[src/rtl/bist_pkg.sv]
package bist_pkg;
  typedef enum logic [1:0] {
    FILL_RAND = 2'b00,
    FILL_ADDR = 2'b01,
    FILL_ROT  = 2'b10,
    FILL_RSVD = 2'b11
  } fill_mode_e;

  // Fibonacci step, taps x^8+x^6+x^5+x^4+1
  function automatic logic [7:0] lfsr_step(input logic [7:0] s);
    return {s[6:0], s[7] ^ s[5] ^ s[4] ^ s[3]};
  endfunction

  function automatic logic [7:0] rotl8(input logic [7:0] v, input logic [2:0] n);
    logic [15:0] w;
    w = {v, v} << n;
    return w[15:8];
  endfunction
endpackage

[src/rtl/bist_ctrl.sv]
module bist_ctrl
  import bist_pkg::*;
#(
  parameter int DEPTH  = 8192,
  parameter int ADDR_W = $clog2(DEPTH)
) (
  input  logic              clk_i,
  input  logic              rst_ni,
  input  logic              ctl_wr_i,
  input  logic              ctl_start_i,
  input  logic [1:0]        mode_i,
  input  logic [2:0]        shift_i,
  input  logic              psel_i,
  output logic              busy_o,
  output logic              start_o,
  output logic              fin_o,
  output logic              done_o,
  output logic [ADDR_W-1:0] addr_o,
  output fill_mode_e        mode_o,
  output logic [2:0]        shift_o,
  output logic              psel_o
);
  localparam logic [ADDR_W-1:0] LAST = ADDR_W'(DEPTH - 1);

  logic busy_q, done_q, cancel;
  logic [ADDR_W-1:0] addr_q;

  assign start_o = !busy_q && ctl_wr_i && ctl_start_i;
  assign cancel  = busy_q && ctl_wr_i && !ctl_start_i;
  assign fin_o   = busy_q && !cancel && (addr_q == LAST);

  always_ff @(posedge clk_i or negedge rst_ni) begin
    if (!rst_ni) begin
      busy_q  <= 1'b0;
      done_q  <= 1'b0;
      addr_q  <= '0;
      mode_o  <= FILL_RAND;
      shift_o <= '0;
      psel_o  <= 1'b0;
    end else begin
      done_q <= 1'b0;
      if (start_o) begin
        busy_q  <= 1'b1;
        addr_q  <= '0;
        mode_o  <= fill_mode_e'(mode_i);
        shift_o <= shift_i;
        psel_o  <= psel_i;
      end else if (busy_q) begin
        if (cancel) begin
          busy_q <= 1'b0;
        end else if (fin_o) begin
          busy_q <= 1'b0;
          done_q <= 1'b1;
        end else begin
          addr_q <= addr_q + 1'b1;
        end
      end
    end
  end

  assign busy_o = busy_q;
  assign done_o = done_q;
  assign addr_o = addr_q;
endmodule

[src/rtl/bist_pattern.sv]
module bist_pattern
  import bist_pkg::*;
(
  input  logic       clk_i,
  input  logic       rst_ni,
  input  logic       seed_wr_i,
  input  logic [7:0] seed_i,
  input  logic       busy_i,
  input  fill_mode_e mode_i,
  input  logic [2:0] shift_i,
  input  logic [7:0] addr_lo_i,
  output logic [7:0] data_o,
  output logic [7:0] seed_o
);
  logic [7:0] state_q, state_d;

  always_comb begin
    unique case (mode_i)
      FILL_RAND: begin data_o = state_q;   state_d = lfsr_step(state_q);       end
      FILL_ROT:  begin data_o = state_q;   state_d = rotl8(state_q, shift_i);  end
      default:   begin data_o = addr_lo_i; state_d = state_q;                  end
    endcase
  end

  always_ff @(posedge clk_i or negedge rst_ni) begin
    if (!rst_ni)             state_q <= '0;
    else if (busy_i)         state_q <= state_d;   // host writes ignored while busy
    else if (seed_wr_i)      state_q <= seed_i;
  end

  assign seed_o = state_q;
endmodule

[src/rtl/bist_csum.sv]
module bist_csum (
  input  logic        clk_i,
  input  logic        rst_ni,
  input  logic        clr_i,
  input  logic        acc_i,
  input  logic        fin_i,
  input  logic        odd_i,
  input  logic [7:0]  byte_i,
  output logic [15:0] csum_o
);
  logic [15:0] sum_q, word, sum_d;
  logic [16:0] raw;

  always_comb begin
    word  = odd_i ? {8'h00, byte_i} : {byte_i, 8'h00};
    raw   = {1'b0, sum_q} + {1'b0, word};
    sum_d = raw[15:0] + {15'd0, raw[16]};   // end-around carry
  end

  always_ff @(posedge clk_i or negedge rst_ni) begin
    if (!rst_ni) begin
      sum_q  <= '0;
      csum_o <= '0;
    end else begin
      if (clr_i)      sum_q <= '0;
      else if (acc_i) sum_q <= sum_d;
      if (fin_i)      csum_o <= ~sum_d;
    end
  end
endmodule

[src/rtl/mem_bist_filler.sv]
module mem_bist_filler
  import bist_pkg::*;
#(
  parameter int DEPTH  = 8192,
  parameter int ADDR_W = $clog2(DEPTH)
) (
  input  logic              clk_i,
  input  logic              rst_ni,
  input  logic              ctl_wr_i,
  input  logic              ctl_start_i,
  input  logic [1:0]        mode_i,
  input  logic [2:0]        shift_i,
  input  logic              psel_i,
  input  logic              seed_wr_i,
  input  logic [7:0]        seed_i,
  output logic              busy_o,
  output logic              done_o,
  output logic              we_a_o,
  output logic              we_b_o,
  output logic [ADDR_W-1:0] waddr_o,
  output logic [7:0]        wdata_o,
  output logic [15:0]       csum_o,
  output logic [7:0]        seed_o
);
  fill_mode_e  mode_q;
  logic [2:0]  shift_q;
  logic        psel_q, start, fin, busy;
  logic [ADDR_W-1:0] addr;

  bist_ctrl #(.DEPTH(DEPTH), .ADDR_W(ADDR_W)) u_ctrl (
    .clk_i, .rst_ni, .ctl_wr_i, .ctl_start_i, .mode_i, .shift_i, .psel_i,
    .busy_o(busy), .start_o(start), .fin_o(fin), .done_o(done_o),
    .addr_o(addr), .mode_o(mode_q), .shift_o(shift_q), .psel_o(psel_q)
  );

  bist_pattern u_pat (
    .clk_i, .rst_ni, .seed_wr_i, .seed_i, .busy_i(busy),
    .mode_i(mode_q), .shift_i(shift_q), .addr_lo_i(addr[7:0]),
    .data_o(wdata_o), .seed_o(seed_o)
  );

  bist_csum u_csum (
    .clk_i, .rst_ni, .clr_i(start), .acc_i(busy), .fin_i(fin),
    .odd_i(addr[0]), .byte_i(wdata_o), .csum_o(csum_o)
  );

  assign busy_o  = busy;
  assign waddr_o = addr;
  assign we_a_o  = busy && !psel_q;
  assign we_b_o  = busy && psel_q;
endmodule

[config.mk]
export PLATFORM = sky130hd
export DESIGN_NAME = mem_bist_filler
export DESIGN_NICKNAME = d
export VERILOG_FILES = /design/src/rtl/bist_pkg.sv /design/src/rtl/bist_ctrl.sv /design/src/rtl/bist_pattern.sv /design/src/rtl/bist_csum.sv /design/src/rtl/mem_bist_filler.sv
export SDC_FILE = /design/constraint.sdc
export NUM_CORES = 1
export LEC_CHECK = 0
export BUFFER_PORTS_ARGS = -buffer_cell sky130_fd_sc_hd__buf_2
export CAP_MARGIN = 20
export CORE_ASPECT_RATIO = 1.4
export CORE_UTILIZATION = 55
export DETAILED_ROUTE_END_ITERATION = 6
export GPL_TIMING_DRIVEN = 0
export PLACE_DENSITY = 0.79
export RECOVER_POWER = 25
export SYNTH_ARGS = -nofsm -noshare
export SYNTH_HDL_FRONTEND = slang
export SYNTH_SLANG_ARGS = --single-unit
[constraint.sdc]
create_clock -name clk_i -period 6.7 [get_ports clk_i]
set_clock_uncertainty 0.1 [all_clocks]
set_input_delay 0.67 -clock clk_i [delete_from_list [all_inputs] [get_ports clk_i]]
set_output_delay 0.67 -clock clk_i [all_outputs]
set_load 0.05 [all_outputs]
Word-level counts from Yosys, hierarchy flattened
Cells that the tools add are included.
{"block": "word_totals", "reg_bits": 61, "inputBits": 19, "output_inout_bits": 49, "elab_cells": 59}
{"block": "classes", "add_sub_neg": 3, "n_eq_ne": 5, "shifts": 1, "muxes": 19, "n_bitwise": 4, "n_reduce_logical": 18}
{"operator": "$mux 13", "count": 4}
{"operator": "$mux 16", "count": 3}
{"operator": "$mux 8", "count": 3}
{"operator": "$add 16x16->17", "count": 1}
{"operator": "$add 16x1->16", "count": 1}
{"operator": "$not 16->16", "count": 1}
{"operator": "$pmux 8 s2", "count": 1}
{"operator": "$shl 16x3->16", "count": 1}
{"operator": "$add 13x1->13 const B", "count": 1}
{"operator": "$eq 13x13->1 const B", "count": 1}
{"operator": "$logic_and 1x1->1", "count": 8}
{"operator": "$mux 1", "count": 8}
{"operator": "$logic_not 1->1", "count": 4}
{"operator": "$ne 2x2->1 const B", "count": 2}
{"operator": "$reduce_bool 2->1", "count": 2}
{"operator": "$ne 3x1->1 const B", "count": 1}
{"operator": "$reduce_and 3->1", "count": 1}
{"operator": "$xor 1x1->1", "count": 3}
{"operator": "$eq 2x2->1 const B", "count": 1}
{"operator": "$logic_not 2->1", "count": 1}
{"operator": "$reduce_and 2->1", "count": 1}
{"operator": "$reduce_or 2->1", "count": 1}

Longest topological paths before layout
Gate-level depths: netlist of the first run.
{"block": "depth", "ltp_word": 9, "depth_mapped": 22, "ltp_nobuf": 20}

Hierarchy
Synthesis of the first run repeated with hierarchy kept, for this count alone.
{"block": "unflattened", "hier_cells": 477, "hier_area_um2": 4405.5}
{"module": "bist_csum", "instances": 1, "cells_each": 272, "area_per_inst_um2": 2528.7, "seq_area_each_um2": 800.8}
{"module": "bist_ctrl", "instances": 1, "cells_each": 111, "area_per_inst_um2": 1044.8, "seq_area_each_um2": 525.5}
{"module": "bist_pattern", "instances": 1, "cells_each": 92, "area_per_inst_um2": 815.8, "seq_area_each_um2": 200.2}
{"module": "mem_bist_filler", "instances": 1, "cells_each": 2, "area_per_inst_um2": 16.3, "seq_area_each_um2": 0.0}

Worst setup path after synthesis of the first run
Ideal clock, no wire load.
{"block": "synth_path", "kind": "register -> register", "from": "reg u_pat.state_q[1] (netlist: u_pat.seed_o[1])", "to": "reg u_csum.csum_o[14]", "setup_ns": 0.124, "arrival_ns": 4.335, "required_time_ns": 6.476, "slack_ns": 2.142, "stages_incl_launch_ff": 20, "n_path_buf": 0, "synth_period_minus_slack_ns": 4.558, "path_cell_list": "dfrtp_1 mux2_2 nand2_1 fa_1 nor2b_1 o2111ai_1 a21oi_1 o31a_1 nand2_1 nand2_1 a21o_1 ha_1 nand2b_1 nor3_1 mux2i_1 nor4_4 nand3_4 nor4b_4 a211oi_1 a211o_1"}
{"block": "synth_between", "elab_chain_len": 5}
{"element": "start: declaration", "line": "bist_pattern.sv:15", "text": "logic [7:0] state_q, state_d;"}
{"element": "start signal: assignment", "line": "bist_pattern.sv:27", "text": "else if (busy_i) state_q <= state_d;"}
{"element": "start signal: assignment", "line": "bist_pattern.sv:28", "text": "else if (seed_wr_i) state_q <= seed_i;"}
{"element": "$mux 8", "line": "bist_pattern.sv:18", "text": "unique case (mode_i)"}
{"element": "via wdata_o[1]", "line": "mem_bist_filler.sv:21", "text": "output logic [7:0] wdata_o,"}
{"element": "$mux 16", "line": "bist_csum.sv:15", "text": "word = odd_i ? {8'h00, byte_i} : {byte_i, 8'h00};"}
{"element": "$add 16x16->17", "line": "bist_csum.sv:16", "text": "raw = {1'b0, sum_q} + {1'b0, word};"}
{"element": "$add 16x1->16", "line": "bist_csum.sv:17", "text": "sum_d = raw[15:0] + {15'd0, raw[16]};"}
{"element": "$not 16->16", "line": "bist_csum.sv:27", "text": "if (fin_i) csum_o <= ~sum_d;"}
{"element": "end signal: assignment", "line": "bist_csum.sv:27"}
{"element": "end: declaration", "line": "bist_csum.sv:9", "text": "output logic [15:0] csum_o"}
The timed path passes the listed nets, and every way through them passes these cells.
A chain may end at the register's enable or synchronous reset.

Worst setup path after layout of the first run
{"block": "layout_path", "from": "reg u_ctrl.addr_q[0] (netlist: u_ctrl.addr_o[0])", "to": "reg u_csum.csum_o[13]"}
{"block": "layout_between", "elab_chain_len": 5, "word_cells_on_any_way": 7, "cone_classes": "2 x add/sub; 1 x eq/ne; 2 x mux; 1 x bitwise; 1 x reduce/logical"}
{"element": "start: declaration", "line": "bist_ctrl.sv:26", "text": "logic [ADDR_W-1:0] addr_q;"}
{"element": "start signal: assignment", "line": "bist_ctrl.sv:55", "text": "addr_q <= addr_q + 1'b1;"}
{"element": "$mux 8", "line": "bist_pattern.sv:18"}
{"element": "$mux 16", "line": "bist_csum.sv:15"}
{"element": "$add 16x16->17", "line": "bist_csum.sv:16"}
{"element": "$add 16x1->16", "line": "bist_csum.sv:17"}
{"element": "$not 16->16", "line": "bist_csum.sv:27"}
Several ways; a longest one is shown, not always the timed one.

==> results.tsv, run 1 <==
stage	metric	value	unit
logic_synthesis	synthesized flop and latch total	61	
clock_tree	Hold-fix buffers, CTS	0	
routing	wire per inst	17.77	µm
placement	DPL Wire Length	8216	µm
logic_synthesis	Synth Cell Area	0.004295	mm²
routing	first drt pass iteration count	5	
sta	Tightest Pin Transition	1885	ps
global_route	antenna violations before repair	0	
sta	final setup violating endpoints	0	
power	pwr dens	461.5	mW/mm²
global_route	vias in the first global route	3817	
worst_setup_path	Worst Path Arrival	5660	ps
worst_setup_path	CP max FO	10	
logic_synthesis	Synth Flop Type	dfrtp_1	
sta	crit share post-route	82.86	%
cells_and_area	commonest cells after routing, fill and taps aside	71 x buf_2, 61 x dfrtp_1, 42 x nand2_1	
clock_tree	Post-CTS Resized	0	
cells_and_area	area delta synth->final	14.59	%
logic_synthesis	async set or reset register ratio after synthesis	100.0	%
floorplanning	DIE AREA	0.008172	mm²
placement	global placement routability congestion	0.9283	
routing	vias	3834	
sta	max_slew headroom	-25.69	%
cells_and_area	Nets	571	
floorplanning	Core Area	0.007453	mm²
floorplanning	IO Count	68	
cells_and_area	share of cells above drive strength 1	22.10	%
logic_synthesis	mux cell area share after synthesis	11.91	%
global_route	largest net degree at the start of global routing	36	
worst_setup_path	Crit Path Class	flop to flop	
global_route	gr ovfl total	0	
clock_tree	root cell of the clock tree	clkbuf_8	
clock_tree	clk slew on worst S/H paths	70	ps
clock_tree	CTS tree	built	
run_status	outcome	finished with violations	
routing	DR iter-0 viols	194	
routing	Via-to-Cell Ratio	6.076	
floorplanning	Initial Util	57.63	%
logic_synthesis	Post-Syn Nets	492	
cells_and_area	commonest non-fill, non-tap cell in the layout	buf_2	
clock_tree	H-tree depth	3	
power	LEAKAGE	0.002455	µW
clock_tree	CTS Buf Count	9	
logic_synthesis	Syn Area/Cell	9.482	µm²
logic_synthesis	post-synthesis sequential area ratio	35.54	%
cells_and_area	post-layout util	66.04	%
clock_tree	Clk Latency, worst-skew pair	350	ps
worst_setup_path	Setup crit start kind	flop	
sta	FMAX	0.1801	GHz
logic_synthesis	post-synthesis xor/xnor area fraction	6.904	%
placement	Port-buffer cells	67	
sta	Final Hold Fails	0	
global_route	GRT Overall Usage	29.56	%
cells_and_area	sequential cell area	0.001526	mm²
routing	DRC Markers	0	
clock_tree	Max Root-Sink Buffers	2	
logic_synthesis	Compound-Gate Fraction of Synth Area	16.66	%
logic_synthesis	Adder-Cell Fraction of Synth Area	6.001	%
cells_and_area	Antenna diodes	0	
worst_setup_path	Req. time, crit path	6810	ps
logic_synthesis	EDFF count, synth	0	
min_path	Tightest Hold Check Type	flop to flop	
power	Worst VDD drop	0.3792	mV
run	max_cap viols	1	
logic_synthesis	synth warn	0	
global_route	first-pass GRT wire length	18530	µm
cells_and_area	filler cell count in the final layout	612	
routing	drt total wl	11220	µm
sta	final slew viol count	36	
run_status	failing checks	capacitance limit, slew limit	
clock_tree	number of post-CTS setup repair buffers	0	
logic_synthesis	Synth Area in Simple Gates	18.99	%
routing	ANT nets after route	0	
clock_tree	clock sink total	61	
sta	Setup TNS	0	ps
logic_synthesis	largest family of logic cells by synthesized area	simple AND/OR/NAND/NOR gates	
worst_setup_path	Crit. End Element	flop	
floorplanning	cell row count	37	
sta	Tmin final	5552	ps
logic_synthesis	Netlist cell types	63	
logic_synthesis	Post-Synthesis Cells	453	
cells_and_area	Multi-input gate area	0.002597	mm²
sta	RSZ-0062 raised after global routing	no	
floorplanning	die width	76.69	µm
floorplanning	die height	106.6	µm
[area by class of cell]
class                   count  area share, %
flip-flops and latches     61          31.01
multi-input cells         351          52.77
clock inverters             3         0.8134
inverters                  17          1.296
well taps                  97          2.466
clock buffers              10          2.593
plain buffers              24          2.186
repair buffers             68          6.863
[synthesized netlist by cell type, types with 10 or more instances]
master,count,area [µm²]
mux2i_1,23,230.2
a21oi_1,23,115.1
ha_1,19,237.7
nor2_1,39,146.4
xnor2_1,12,105.1
xor2_1,20,175.2
nand2_1,42,157.7
nand3_1,11,55.05
clkbuf_1,14,52.55
o21ai_0,28,140.1
a22o_1,15,131.4
nor2b_1,10,62.56
dfrtp_1,61,1526
inv_1,17,63.81
[per-stage QoR]
| step | cell area (µm²) | total power [µW] | worst slack, ps | instances | hold WS, ps |
|---|---|---|---|---|---|
| 2_1_floorplan | 4295 | 1638 | 2142 | 453 | 274.4 |
| 3_3_place_gp | 4752 | 1910 | 1364 | 617 | 356.8 |
| 3_5_place_dp | 4772 | 1948 | 1288 | 618 | 365.7 |
| 4_1_cts | 4940 | 2264 | 1241 | 631 | 252.7 |
| 5_1_grt | 4922 | 2419 | 636.6 | 631 | 392.5 |
| 6_report | 4922 | 2272 | 1148 | 631 | 372.7 |
[path summary, 6_finish.rpt]
kind,to,cells past startpoint,from,slack [ps]
min in group asynchronous,u_csum.sum_q[7],1,rst_ni,550
worst min register to register,u_csum.csum_o[8],2,u_csum.csum_o[8],370
worst max register to register,u_csum.csum_o[13],21,u_ctrl.addr_o[0],1150
max in group asynchronous,u_csum.sum_q[3],2,rst_ni,3540
worst max-delay path,u_csum.csum_o[13],21,u_ctrl.addr_o[0],1150
worst min-delay path,u_csum.csum_o[8],2,u_csum.csum_o[8],370
[flip-flops by register name, indices dropped and copies added (netlist names), 2 cells and up]
name	count
u_pat.seed_o	8
u_csum.csum_o	16
u_ctrl.mode_o	2
u_ctrl.shift_o	3
u_ctrl.addr_o	13
u_csum.sum_q	16
[power by group]
group | internal, µW | switching [µW] | total [µW] | leakage (µW)
Sequential | 450 | 112 | 562 | 0.000794
Clock | 164 | 144 | 308 | 0.0000878
Combinational | 520 | 881 | 1400 | 0.00157
[critical path, stage by stage (launching register included)]
cell and delay, ps:
dfrtp_1 390, clkbuf_1 380, clkbuf_1 360, o21a_1 190, ha_1 160, inv_1 50, fa_1 410, nor2b_1 180
o2111ai_1 210, a21oi_1 280, o31a_1 220, nand2_1 60, nand2_1 70, a21o_1 160, ha_1 200, nand2b_1 90
or4_1 430, a2111oi_0 440, nand4b_1 280, nor4_1 390, xor2_1 240, o21ai_0 100
[metal layers]
layer  GRT usage, %  share of wire [%]  vias to the layer above
met2          51.53                 51                      138
met3          5.408                5.7                       30
met1          34.45                 40                     1869
met4          14.97                3.7                        0
met5              0                  0                        -
li1               -                  -                     1797
[cells by family (layout without fill, tap and decap cells)]
group,Yosys count,in the layout
AND/OR/NAND/NOR,154,154
AO/OA/AOI/OAI,104,104
flip-flops,61,61
buffers and inverters,41,122
multiplexers,40,40
XOR/XNOR,33,33
adder cells (fa/ha/maj),20,20
No activity file was read; power rests on OpenSTA's default activity.
==> run 2, diff against run 1 <==
--- a/config.mk
+++ b/config.mk
@@ -8,10 +8,10 @@
 export BUFFER_PORTS_ARGS = -buffer_cell sky130_fd_sc_hd__buf_2
 export CAP_MARGIN = 20
 export CORE_ASPECT_RATIO = 1.4
-export CORE_UTILIZATION = 55
+export CORE_UTILIZATION = 52
 export DETAILED_ROUTE_END_ITERATION = 6
 export GPL_TIMING_DRIVEN = 0
-export PLACE_DENSITY = 0.79
+export PLACE_DENSITY = 0.78
 export RECOVER_POWER = 25
 export SYNTH_ARGS = -nofsm -noshare
 export SYNTH_HDL_FRONTEND = slang
==> constraint.sdc (replaced) <==
create_clock -name clk_i -period 4.9 [get_ports clk_i]
set_clock_uncertainty 0.1 [all_clocks]
set_input_delay 0.49 -clock clk_i [delete_from_list [all_inputs] [get_ports clk_i]]
set_output_delay 0.49 -clock clk_i [all_outputs]
set_load 0.05 [all_outputs]
==> results.tsv, run 2 (same netlist as run 1, synthesis figures left out) <==
stage	metric	value	unit	change
clock_tree	CTS tree	built		
clock_tree	clk slew on worst S/H paths	80	ps	about the same
cells_and_area	commonest cells after routing, fill and taps aside	70 x buf_2, 59 x dfrtp_1, 42 x nand2_1		
power	sequential power share	23.6	%	-1.1 points
floorplanning	cell row count	38		+2.7%
power	switching share of power	48.95	%	-1.1 points
min_path	Tightest Hold Check Type	input pin to async pin		
worst_setup_path	FF-to-FF End	u_csum.csum_o[13]		
floorplanning	Core Area	0.007893	mm²	+5.9%
routing	ANT nets after route	0		unchanged
floorplanning	die height	109.5	µm	+2.8%
placement	Port-buffer cells	67		unchanged
sta	crit share post-route	95.03	%	+12 points
power	Pint	1696	µW	+50%
worst_setup_path	Req. time, crit path	5020	ps	-1790 ps
routing	met1 WL	4591	µm	+2.8%
global_route	GRT Overall Usage	28.34	%	-1.2 points
global_route	antenna violations before repair	0		unchanged
worst_setup_path	r2r worst-path depth	19		-9.5%
routing	first drt pass iteration count	5		unchanged
sta	final slew viol count	40		+11%
clock_tree	root cell of the clock tree	clkbuf_8		
cells_and_area	Antenna diodes	0		unchanged
floorplanning	Initial Util	54.42	%	-3.2 points
floorplanning	die width	78.81	µm	+2.8%
sta	FMAX	0.2148	GHz	+19%
clock_tree	H-tree depth	3		unchanged
worst_setup_path	R2R Path Start	u_ctrl.mode_o[0]		
power	LEAKAGE	0.002536	µW	+3.3%
clock_tree	clock sink total	61		unchanged
worst_setup_path	Worst Path Arrival	4780	ps	-880 ps
run_status	failing checks	capacitance limit, slew limit		
clock_tree	CTS Buf Count	9		unchanged
power	pwr dens	640.9	mW/mm²	+39%
routing	vias	3891		+1.5%
power	clock power share	15.8	%	+2.2 points
cells_and_area	filler cell count in the final layout	661		+8.0%
sta	Final Hold Fails	0		unchanged
cells_and_area	area delta synth->final	20.71	%	
power	Worst VDD drop	0.4623	mV	+22%
worst_setup_path	Crit Path Class	flop to flop		
cells_and_area	commonest non-fill, non-tap cell in the layout	buf_2		
placement	global placement routability congestion	0.9075		-2.2%
sta	Tightest Pin Transition	2196	ps	+310.9 ps
sta	WHS	265.1	ps	-107.6 ps
floorplanning	DIE AREA	0.008632	mm²	+5.6%
routing	drt total wl	11930	µm	+6.4%
routing	wire per inst	18.45	µm	+3.8%
routing	DRC Markers	0		unchanged
clock_tree	Clk Latency, worst-skew pair	370	ps	+20 ps
worst_setup_path	CP max FO	10		unchanged
clock_tree	Max Root-Sink Buffers	2		unchanged
cells_and_area	Nets	581		+1.8%
global_route	largest net degree at the start of global routing	40		+11%
routing	Top Metal Used	met4		
worst_setup_path	flop-to-flop setup slack	240	ps	-900 ps
power	Net Switching	1627	µW	+43%
global_route	gr ovfl total	0		unchanged
global_route	first-pass GRT wire length	18400	µm	-0.71%
routing	DR iter-0 viols	278		+43%
run	max_cap viols	1		unchanged
placement	DPL Wire Length	8596	µm	+4.6%
sta	max_slew headroom	-46.42	%	-21 points
global_route	vias in the first global route	3743		-1.9%
run_status	outcome	finished with violations		
power	total power	3323	µW	+46%
routing	met2 WL	6208	µm	+9.0%
worst_setup_path	Setup crit start kind	flop		
worst_setup_path	Crit. End Element	flop		
routing	WL met3	559	µm	-12%
sta	final setup violating endpoints	0		unchanged
sta	Tmin final	4656	ps	-895.2 ps
cells_and_area	share of cells above drive strength 1	27.42	%	+5.3 points
floorplanning	IO Count	68		unchanged
routing	Via-to-Cell Ratio	6.014		-1.0%
power	Logic pwr share	60.6	%	-1.1 points
## run 2: worst max-delay path by stage
stage	start	end	slack, ps	cells after the start
after floorplan	u_pat.seed_o[1]	u_csum.csum_o[14]	340	19
after global placement	u_ctrl.addr_o[0]	u_csum.csum_o[13]	-470	21
after detailed placement	u_ctrl.addr_o[0]	u_csum.csum_o[13]	-580	21
after CTS	u_ctrl.addr_o[0]	u_csum.csum_o[13]	6	20
after global routing	u_ctrl.addr_o[1]	u_csum.csum_o[12]	-70	20
final	u_ctrl.mode_o[0]	u_csum.csum_o[13]	240	19
## run 2: power by group through the flow
stage	Clock (µW)	Sequential, µW	Combinational, µW
2_1_floorplan	0	869	1370
3_3_place_gp	0	768	1830
3_5_place_dp	0	773	1890
4_1_cts	529	778	1910
5_1_grt	546	797	2170
6_report	525	784	2010
## run 2: final cells by class
class                           count  area (µm²)  share of cell area [%]
Clock inverter                      4       70.07                   1.351
Buffer                             23       121.4                   2.341
Clock buffer                       12       155.1                   2.992
Sequential cell                    61        1529                   29.49
Inverter                           17       63.81                   1.231
Timing Repair Buffer               79       424.2                   8.181
Multi-Input combinational cell    351        2696                   52.00
Tap cell                          100       125.1                   2.413
## run 2: what timing repair did
action | 4_1_cts | 5_1_grt
pin swaps | 1 | 7
gates cloned | 0 | 0
setup buffers | 0 | 11
hold buffers | 0 | 0
setup endpoints to repair | 16 | 16
gates resized for setup | 9 | 22
## run 2: metrics by stage
stage	cells	TNS [ps]	instance area (µm²)	util [%]	worst slack (ps)
floorplan	453	0	4295	-	341.5
global placement	620	-2275	4756	60.26	-472.8
detailed placement	621	-4129	4776	60.51	-577.1
CTS	636	0	5022	63.63	5.703
global route	647	-144.1	5185	65.69	-66.70
finish	647	0	5185	65.69	243.6
## run 2: worst max-delay path, cell delays in order (launching register included)
cell       delay (ps)
dfrtp_2           420
buf_8             180
mux2i_1           460
nor2b_1           100
ha_1              310
buf_6             140
o2111ai_2         150
a21oi_2           200
o31a_1            170
nand2_1            60
nand2_1            70
a21o_1            150
ha_1              200
nand2b_1           90
or4_1             490
a2111oi_4         310
nand4b_1          240
nor4_2            360
xor2_1            220
o21ai_0            90
## run 2: per-layer routing
| metal | vias up | track usage [%] |
|---|---|---|
| li1 | 1822 | - |
| met1 | 1897 | 31.23 |
| met2 | 137 | 50.12 |
| met3 | 35 | 4.730 |
| met4 | 0 | 18.57 |
| met5 | - | 0 |
